<file path="src/rtl/ipc_mbx_pkg.sv">
package ipc_mbx_pkg;

  typedef enum logic [2:0] {
    ACC_NONE,
    ACC_TX_DATA,
    ACC_TX_CMD,
    ACC_RX_DATA,
    ACC_RX_CMD,
    ACC_STATUS,
    ACC_MASK
  } acc_kind_e;

  typedef struct packed {
    acc_kind_e  kind;
    logic [7:0] idx;
  } acc_t;

  // Outgoing words come first, then incoming words, then status and mask.
  function automatic int unsigned rx_base(input int unsigned nbox);
    return 2 * nbox;
  endfunction

  function automatic int unsigned status_addr(input int unsigned nbox);
    return 4 * nbox;
  endfunction

  function automatic int unsigned mask_addr(input int unsigned nbox);
    return 4 * nbox + 1;
  endfunction

  function automatic acc_t decode_addr(input int unsigned addr, input int unsigned nbox);
    acc_t r;
    r.kind = ACC_NONE;
    r.idx  = '0;
    if (addr < rx_base(nbox)) begin
      r.kind = (addr % 2 == 1) ? ACC_TX_CMD : ACC_TX_DATA;
      r.idx  = 8'(addr / 2);
    end else if (addr < status_addr(nbox)) begin
      r.kind = ((addr - rx_base(nbox)) % 2 == 1) ? ACC_RX_CMD : ACC_RX_DATA;
      r.idx  = 8'((addr - rx_base(nbox)) / 2);
    end else if (addr == status_addr(nbox)) begin
      r.kind = ACC_STATUS;
    end else if (addr == mask_addr(nbox)) begin
      r.kind = ACC_MASK;
    end
    return r;
  endfunction

endpackage

</file>
<file path="src/rtl/mbx_slot.sv">
module mbx_slot #(
  parameter int W = 16
) (
  input  logic         clk,
  input  logic         rst_n,
  input  logic         wr_data_i,
  input  logic         wr_cmd_i,
  input  logic [W-1:0] wdata_i,
  input  logic         rd_cmd_i,
  output logic [W-1:0] data_o,
  output logic [W-1:0] cmd_o,
  output logic         flag_o
);

  logic [W-1:0] data_q, cmd_q;
  logic         flag_q;
  logic         flag_next;

  // A new command takes priority over a clearing read in the same cycle.
  always_comb begin
    flag_next = flag_q;
    if (rd_cmd_i) flag_next = 1'b0;
    if (wr_cmd_i) flag_next = 1'b1;
  end

  always_ff @(posedge clk) begin
    if (!rst_n) begin
      data_q <= '0;
      cmd_q  <= '0;
      flag_q <= 1'b0;
    end else begin
      if (wr_data_i) data_q <= wdata_i;
      if (wr_cmd_i)  cmd_q  <= wdata_i;
      flag_q <= flag_next;
    end
  end

  assign data_o = data_q;
  assign cmd_o  = cmd_q;
  assign flag_o = flag_q;

  assert_data_loads_R2: assert property (@(posedge clk) disable iff (!rst_n)
    wr_data_i |=> data_o == $past(wdata_i));
  assert_cmd_sets_flag_R3: assert property (@(posedge clk) disable iff (!rst_n)
    wr_cmd_i |=> flag_o);
  assert_read_clears_R4: assert property (@(posedge clk) disable iff (!rst_n)
    (rd_cmd_i && !wr_cmd_i) |=> !flag_o);
  assert_flag_holds_R6: assert property (@(posedge clk) disable iff (!rst_n)
    (!wr_cmd_i && !rd_cmd_i) |=> flag_o == $past(flag_o));
  assert_write_wins_R9: assert property (@(posedge clk) disable iff (!rst_n)
    (wr_cmd_i && rd_cmd_i) |=> (flag_o && cmd_o == $past(wdata_i)));

endmodule

</file>
<file path="src/rtl/mbx_port.sv">
module mbx_port
  import ipc_mbx_pkg::*;
#(
  parameter int W  = 16,
  parameter int N  = 2,
  parameter int AW = 4
) (
  input  logic                clk,
  input  logic                rst_n,
  input  logic [AW-1:0]       addr_i,
  input  logic                we_i,
  input  logic [W-1:0]        wdata_i,
  input  logic                re_i,
  output logic [W-1:0]        rdata_o,
  input  logic [N-1:0][W-1:0] tx_data_i,
  input  logic [N-1:0][W-1:0] tx_cmd_i,
  input  logic [N-1:0]        tx_flag_i,
  input  logic [N-1:0][W-1:0] rx_data_i,
  input  logic [N-1:0][W-1:0] rx_cmd_i,
  input  logic [N-1:0]        rx_flag_i,
  output logic [W-1:0]        wr_value_o,
  output logic [N-1:0]        tx_data_we_o,
  output logic [N-1:0]        tx_cmd_we_o,
  output logic [N-1:0]        rx_cmd_rd_o,
  output logic [N-1:0]        irq_o
);

  localparam int IW = (N > 1) ? $clog2(N) : 1;

  acc_t         acc;
  logic [N-1:0] mask_q;
  logic [W-1:0] rd_val, rdata_q;
  logic [IW-1:0] sel;

  assign acc = decode_addr(int'(addr_i), N);
  assign sel = acc.idx[IW-1:0];
  assign wr_value_o = wdata_i;

  for (genvar k = 0; k < N; k++) begin : g_strobe
    assign tx_data_we_o[k] = we_i && acc.kind == ACC_TX_DATA && acc.idx == 8'(k);
    assign tx_cmd_we_o[k]  = we_i && acc.kind == ACC_TX_CMD  && acc.idx == 8'(k);
    assign rx_cmd_rd_o[k]  = re_i && acc.kind == ACC_RX_CMD  && acc.idx == 8'(k);
  end

  always_ff @(posedge clk) begin
    if (!rst_n)                           mask_q <= '0;
    else if (we_i && acc.kind == ACC_MASK) mask_q <= wdata_i[N-1:0];
  end

  always_comb begin
    rd_val = '0;
    unique case (acc.kind)
      ACC_TX_DATA: rd_val = tx_data_i[sel];
      ACC_TX_CMD:  rd_val = tx_cmd_i[sel];
      ACC_RX_DATA: rd_val = rx_data_i[sel];
      ACC_RX_CMD:  rd_val = rx_cmd_i[sel];
      ACC_STATUS:  rd_val[2*N-1:0] = {rx_flag_i, tx_flag_i};
      ACC_MASK:    rd_val[N-1:0] = mask_q;
      default:     rd_val = '0;
    endcase
  end

  always_ff @(posedge clk) begin
    if (!rst_n)    rdata_q <= '0;
    else if (re_i) rdata_q <= rd_val;
  end

  assign rdata_o = rdata_q;
  assign irq_o   = rx_flag_i & mask_q;

  assert_one_clear_R4: assert property (@(posedge clk) disable iff (!rst_n)
    $onehot0(rx_cmd_rd_o));
  assert_mask_write_R7: assert property (@(posedge clk) disable iff (!rst_n)
    (we_i && int'(addr_i) == mask_addr(N)) |=> irq_o == (rx_flag_i & $past(wdata_i[N-1:0])));

endmodule

</file>
<file path="src/rtl/ipc_mailbox_top.sv">
module ipc_mailbox_top #(
  parameter int W  = 16,
  parameter int N  = 2,
  parameter int AW = 4
) (
  input  logic          clk,
  input  logic          rst_n,
  input  logic [AW-1:0] a_addr_i,
  input  logic          a_we_i,
  input  logic [W-1:0]  a_wdata_i,
  input  logic          a_re_i,
  output logic [W-1:0]  a_rdata_o,
  output logic [N-1:0]  irq_a_o,
  input  logic [AW-1:0] b_addr_i,
  input  logic          b_we_i,
  input  logic [W-1:0]  b_wdata_i,
  input  logic          b_re_i,
  output logic [W-1:0]  b_rdata_o,
  output logic [N-1:0]  irq_b_o
);

  // ab_*: sent by A, received by B.  ba_*: sent by B, received by A.
  logic [N-1:0][W-1:0] ab_data, ab_cmd, ba_data, ba_cmd;
  logic [N-1:0]        ab_flag, ba_flag;
  logic [N-1:0]        a_tx_data_we, a_tx_cmd_we, a_rx_cmd_rd;
  logic [N-1:0]        b_tx_data_we, b_tx_cmd_we, b_rx_cmd_rd;
  logic [W-1:0]        a_wr_value, b_wr_value;

  mbx_port #(.W(W), .N(N), .AW(AW)) u_port_a (
    .clk(clk), .rst_n(rst_n),
    .addr_i(a_addr_i), .we_i(a_we_i), .wdata_i(a_wdata_i), .re_i(a_re_i),
    .rdata_o(a_rdata_o),
    .tx_data_i(ab_data), .tx_cmd_i(ab_cmd), .tx_flag_i(ab_flag),
    .rx_data_i(ba_data), .rx_cmd_i(ba_cmd), .rx_flag_i(ba_flag),
    .wr_value_o(a_wr_value),
    .tx_data_we_o(a_tx_data_we), .tx_cmd_we_o(a_tx_cmd_we),
    .rx_cmd_rd_o(a_rx_cmd_rd), .irq_o(irq_a_o)
  );

  mbx_port #(.W(W), .N(N), .AW(AW)) u_port_b (
    .clk(clk), .rst_n(rst_n),
    .addr_i(b_addr_i), .we_i(b_we_i), .wdata_i(b_wdata_i), .re_i(b_re_i),
    .rdata_o(b_rdata_o),
    .tx_data_i(ba_data), .tx_cmd_i(ba_cmd), .tx_flag_i(ba_flag),
    .rx_data_i(ab_data), .rx_cmd_i(ab_cmd), .rx_flag_i(ab_flag),
    .wr_value_o(b_wr_value),
    .tx_data_we_o(b_tx_data_we), .tx_cmd_we_o(b_tx_cmd_we),
    .rx_cmd_rd_o(b_rx_cmd_rd), .irq_o(irq_b_o)
  );

  for (genvar k = 0; k < N; k++) begin : g_box
    mbx_slot #(.W(W)) u_ab (
      .clk(clk), .rst_n(rst_n),
      .wr_data_i(a_tx_data_we[k]), .wr_cmd_i(a_tx_cmd_we[k]), .wdata_i(a_wr_value),
      .rd_cmd_i(b_rx_cmd_rd[k]),
      .data_o(ab_data[k]), .cmd_o(ab_cmd[k]), .flag_o(ab_flag[k])
    );
    mbx_slot #(.W(W)) u_ba (
      .clk(clk), .rst_n(rst_n),
      .wr_data_i(b_tx_data_we[k]), .wr_cmd_i(b_tx_cmd_we[k]), .wdata_i(b_wr_value),
      .rd_cmd_i(a_rx_cmd_rd[k]),
      .data_o(ba_data[k]), .cmd_o(ba_cmd[k]), .flag_o(ba_flag[k])
    );
  end

  assert_irq_a_needs_flag_R7: assert property (@(posedge clk) disable iff (!rst_n)
    (irq_a_o & ~ba_flag) == '0);
  assert_irq_b_needs_flag_R7: assert property (@(posedge clk) disable iff (!rst_n)
    (irq_b_o & ~ab_flag) == '0);
  assert_reset_quiet_R10: assert property (@(posedge clk)
    $rose(rst_n) |-> (ab_flag == '0 && ba_flag == '0));

endmodule

</file>
<file path="config.mk">
export PLATFORM = sky130hd
export DESIGN_NAME = ipc_mailbox_top
export DESIGN_NICKNAME = d
export VERILOG_FILES = /design/src/rtl/ipc_mbx_pkg.sv /design/src/rtl/mbx_slot.sv /design/src/rtl/mbx_port.sv /design/src/rtl/ipc_mailbox_top.sv
export SDC_FILE = /design/constraint.sdc
export NUM_CORES = 1
export LEC_CHECK = 0
export ABC_AREA = 0
export BUFFER_PORTS_ARGS = -buffer_cell sky130_fd_sc_hd__buf_2
export CAP_MARGIN = 15
export CORE_ASPECT_RATIO = 0.9
export CORE_MARGIN = 5
export CORE_UTILIZATION = 45
export DETAILED_ROUTE_END_ITERATION = 12
export PLACE_DENSITY = 0.66
export SETUP_SLACK_MARGIN = 0.5
export SYNTH_ARGS = -nofsm -noshare
export SYNTH_HDL_FRONTEND = slang
export SYNTH_SLANG_ARGS = --single-unit
export TNS_END_PERCENT = 5
</file>
<file path="constraint.sdc">
create_clock -name clk -period 1.36 [get_ports clk]
set_input_delay 0.136 -clock clk [delete_from_list [all_inputs] [get_ports clk]]
set_output_delay 0.136 -clock clk [all_outputs]
set_load 0.005 [all_outputs]
</file>
==> flow_metrics.env <==
export IMPL_cts_tree="done"
export IMPL_clkTransAtPathRegs_ps=70
export IMPL_num_rows=47
export IMPL_gr_total_overflow=0
export IMPL_crit_fanout=2
export IMPL_place_hpwl_um=18300
export IMPL_cp_end_kind="output pin"
export IMPL_dp_slack_ps=-126
export IMPL_fin_hold_ws_ps=84.8
export IMPL_core_um2=18300
export IMPL_tightest_slew_ps=488
export IMPL_synth_edff_count=0
export IMPL_cts_inserted_buffers=17
export IMPL_wl_met2_um=11000
export IMPL_die_w_um=154
export IMPL_dieArea_um2=21500
export IMPL_period_share_pct=90.8
export IMPL_die_height_um=140
export IMPL_pwr_share_clk_pct=45.2
export IMPL_peakVddDrop_mv=0.843
export IMPL_hold_path_class="in -> reg"
export IMPL_syn_to_final_growth_pct=28.4
export IMPL_dpl_cell_area_um2=9580
export IMPL_ys_types=30
export IMPL_syn_nets=1049
export IMPL_post_drt_wl_per_cell_um=18.9
export IMPL_drt_initial_drc_count=557
export IMPL_root_buffer="clkbuf_16"
export IMPL_grt_pass1_vias=7339
export IMPL_synthTopCellsByArea="dfxtp_1, mux2i_1, nand2_1, a21boi_1, o22ai_1"
export IMPL_hold_start="b_re_i"
export IMPL_reg2regPathDepth=5
export IMPL_cts_sinks=168
export IMPL_netlist_top_cells_count="nand2_1, dfxtp_1, mux2i_1, a21boi_1, o22ai_1"
export IMPL_antenna_found_initial=0
export IMPL_netlist_area_um2=8390
export IMPL_reg2reg_from="g_box[0].u_ba.flag_o"
export IMPL_grt_max_degree=61
export IMPL_first_pass_iters=5
export IMPL_io_buffers=81
export IMPL_leakagePower_uw=0.00405
export IMPL_fin_skew_ps=17.1
export IMPL_gp_congestion=0.930
export IMPL_synth_cells=1003
export IMPL_critPathLaunchType="register"
export IMPL_final_cells=1387
export IMPL_synth_most_common_cell="nand2_1"
export IMPL_crit_arrival_ps=1100
export IMPL_clk_latency_ps=440
export IMPL_sw_frac_of_total_pct=23.8
export IMPL_met3_length_um=1760
export IMPL_synth_seq_cells=168
export IMPL_clk_path_buf_depth=2
export IMPL_synth_async_sr_flop_share_pct=0
export IMPL_syn_area_per_cell_um2=8.36
export IMPL_placedCellCount=1315
export IMPL_wirelength_met1_um=12700
export IMPL_boundaryPins=82
export IMPL_rsz0062_at_grt="yes"
export IMPL_total_power_uw=11200
export IMPL_setup_viol=0
export IMPL_synth_top_area_share_pct=40.1
export IMPL_finalHoldViolCount=0
export IMPL_ys_seq_area_share_pct=40.1
export IMPL_drtAntennaViolNets=0
export IMPL_status="finished clean"
export IMPL_timing_final_ws_setup_ps=125
export IMPL_stdcell_area_um2=10800
export IMPL_min_period_ps=1240
export IMPL_combPwrFrac_pct=9.7
export IMPL_track_usage_pct=23.9
export IMPL_routed_via_density=5.62
export IMPL_vias=7795
export IMPL_max_clock_freq_mhz=809
export IMPL_r2r_slack_ps=180
export IMPL_yosys_area_top_type="dfxtp_1"
export IMPL_fillers=1650
export IMPL_final_nets=1175
export IMPL_p_per_area_nw_per_um2=1040
export IMPL_timing_slew_headroom_pct=67.4
export IMPL_seqPwrFrac_pct=45.1
export IMPL_h_tree_depth=4
export IMPL_internal_power_uw=8520
export IMPL_synthFlopType="dfxtp_1"
export IMPL_drive_above_1_share_pct=21.9
export IMPL_switchingPower_uw=2660
export IMPL_drc=0
export IMPL_highest_layer="met4"
export IMPL_cp_required_ps=1220
export IMPL_start_util_pct=45.7
export IMPL_min_to="u_port_b.rdata_o[3]"
export IMPL_grt_pass1_wl_um=41100
export IMPL_regToRegEndpoint="u_port_b.rdata_o[0]"
export IMPL_postRouteWirelength_um=26100
export IMPL_ys_warn_count=0
export IMPL_criticalPathCategory="reg -> out"
export IMPL_maxSlewViolCount=0
export IMPL_diodes=0
export IMPL_min_path_cells=2
export IMPL_cap_violations=0
worst max-delay path by stage:
stage / from / to / slack, ps / cells past startpoint
2_1_floorplan: b_addr_i[2] / u_port_b.rdata_o[7] / 140 / 7
3_3_place_gp: a_addr_i[1] / u_port_a.rdata_o[3] / -120 / 6
3_5_place_dp: a_addr_i[1] / u_port_a.rdata_o[3] / -130 / 6
4_1_cts: g_box[1].u_ba.flag_o / irq_a_o[1] / 100 / 3
5_1_grt: g_box[0].u_ba.flag_o / u_port_b.rdata_o[0] / 80 / 5
6_report: g_box[1].u_ba.flag_o / irq_a_o[1] / 120 / 3
routing by layer:
metal / vias to the layer above / GRT usage [%]
li1: 3748 / -
met1: 3713 / 35.6
met2: 285 / 34.1
met3: 49 / 5.03
met4: 0 / 8.22
met5: - / 0
final cells by class:
cell class / instances / area (um^2) / share of cell area, %
clock buffers: 24 / 512 / 4.75
clock inverters: 8 / 109 / 1.01
inverters: 1 / 3.75 / 0.0349
multi-input cells: 750 / 4850 / 45.1
flip-flops and latches: 168 / 3390 / 31.5
well taps: 245 / 307 / 2.85
repair buffers: 191 / 1600 / 14.8
cells in the final DEF (no fill, tap or decap), types with 9 or more instances in the layout:
master / synthesis / routed
mux2i_1: 135 / 123
buf_2: 42 / 75
nor2_1: 39 / 39
a21boi_1: 131 / 131
nor2b_1: 9 / 9
o22ai_2: 0 / 16
dfxtp_2: 0 / 19
dfxtp_1: 168 / 148
buf_4: 3 / 59
buf_12: 0 / 20
o22ai_1: 61 / 45
nand3b_1: 27 / 27
dlygate4sd3_1: 0 / 32
nand2_1: 264 / 264
clkbuf_16: 0 / 17
o21ai_1: 28 / 28
mux2i_2: 0 / 10
registers in the layout (all words and copies together) (netlist names):
| register | flops |
|---|---|
| u_port_a.mask_q | 2 |
| g_box.u_ab.data_o | 32 |
| u_port_b.mask_q | 2 |
| u_port_a.rdata_o | 16 |
| g_box.u_ab.flag_o | 2 |
| g_box.u_ba.cmd_o | 32 |
| g_box.u_ba.flag_o | 2 |
| g_box.u_ab.cmd_o | 32 |
| g_box.u_ba.data_o | 32 |
| u_port_b.rdata_o | 16 |
cell families (layout without fill, tap and decap cells):
logic type      count (synthesis)  in the layout  synth area share [%]
compound gates                242            242                  19.8
buf+inv                        85            224                  4.57
flops                         168            168                  40.1
mux                           136            136                  16.2
simple gates                  372            372                  19.3
critical path, cell delays in order (launching register included):
cell and delay (ps):
dfxtp_2 330, buf_6 110, and2_4 120, buf_6 100
through the flow:
stage	utilization, %	TNS (ps)
after floorplan	-	0
after global placement	52.2	-1170
after detailed placement	52.2	-1610
after CTS	57.8	0
after global routing	58.7	0
final	58.7	0
power by group through the flow:
stage	Combinational [uW]	Clock, uW	Sequential [uW]
2_1_floorplan	613	0	5130
3_3_place_gp	960	0	5150
3_5_place_dp	967	0	5150
4_1_cts	1050	5120	5040
5_1_grt	1150	5290	5050
6_report	1080	5060	5040
repair_timing:
action / in CTS / in global routing
gates cloned: 0 / 0
setup buffers: 7 / 1
resized for setup: 19 / 37
endpoints found under the hold margin: 126 / 0
hold buffers: 32 / 0
endpoints found under the setup margin: 117 / 202
pin swaps: 3 / 12
No activity file was read; power rests on OpenSTA's default activity.
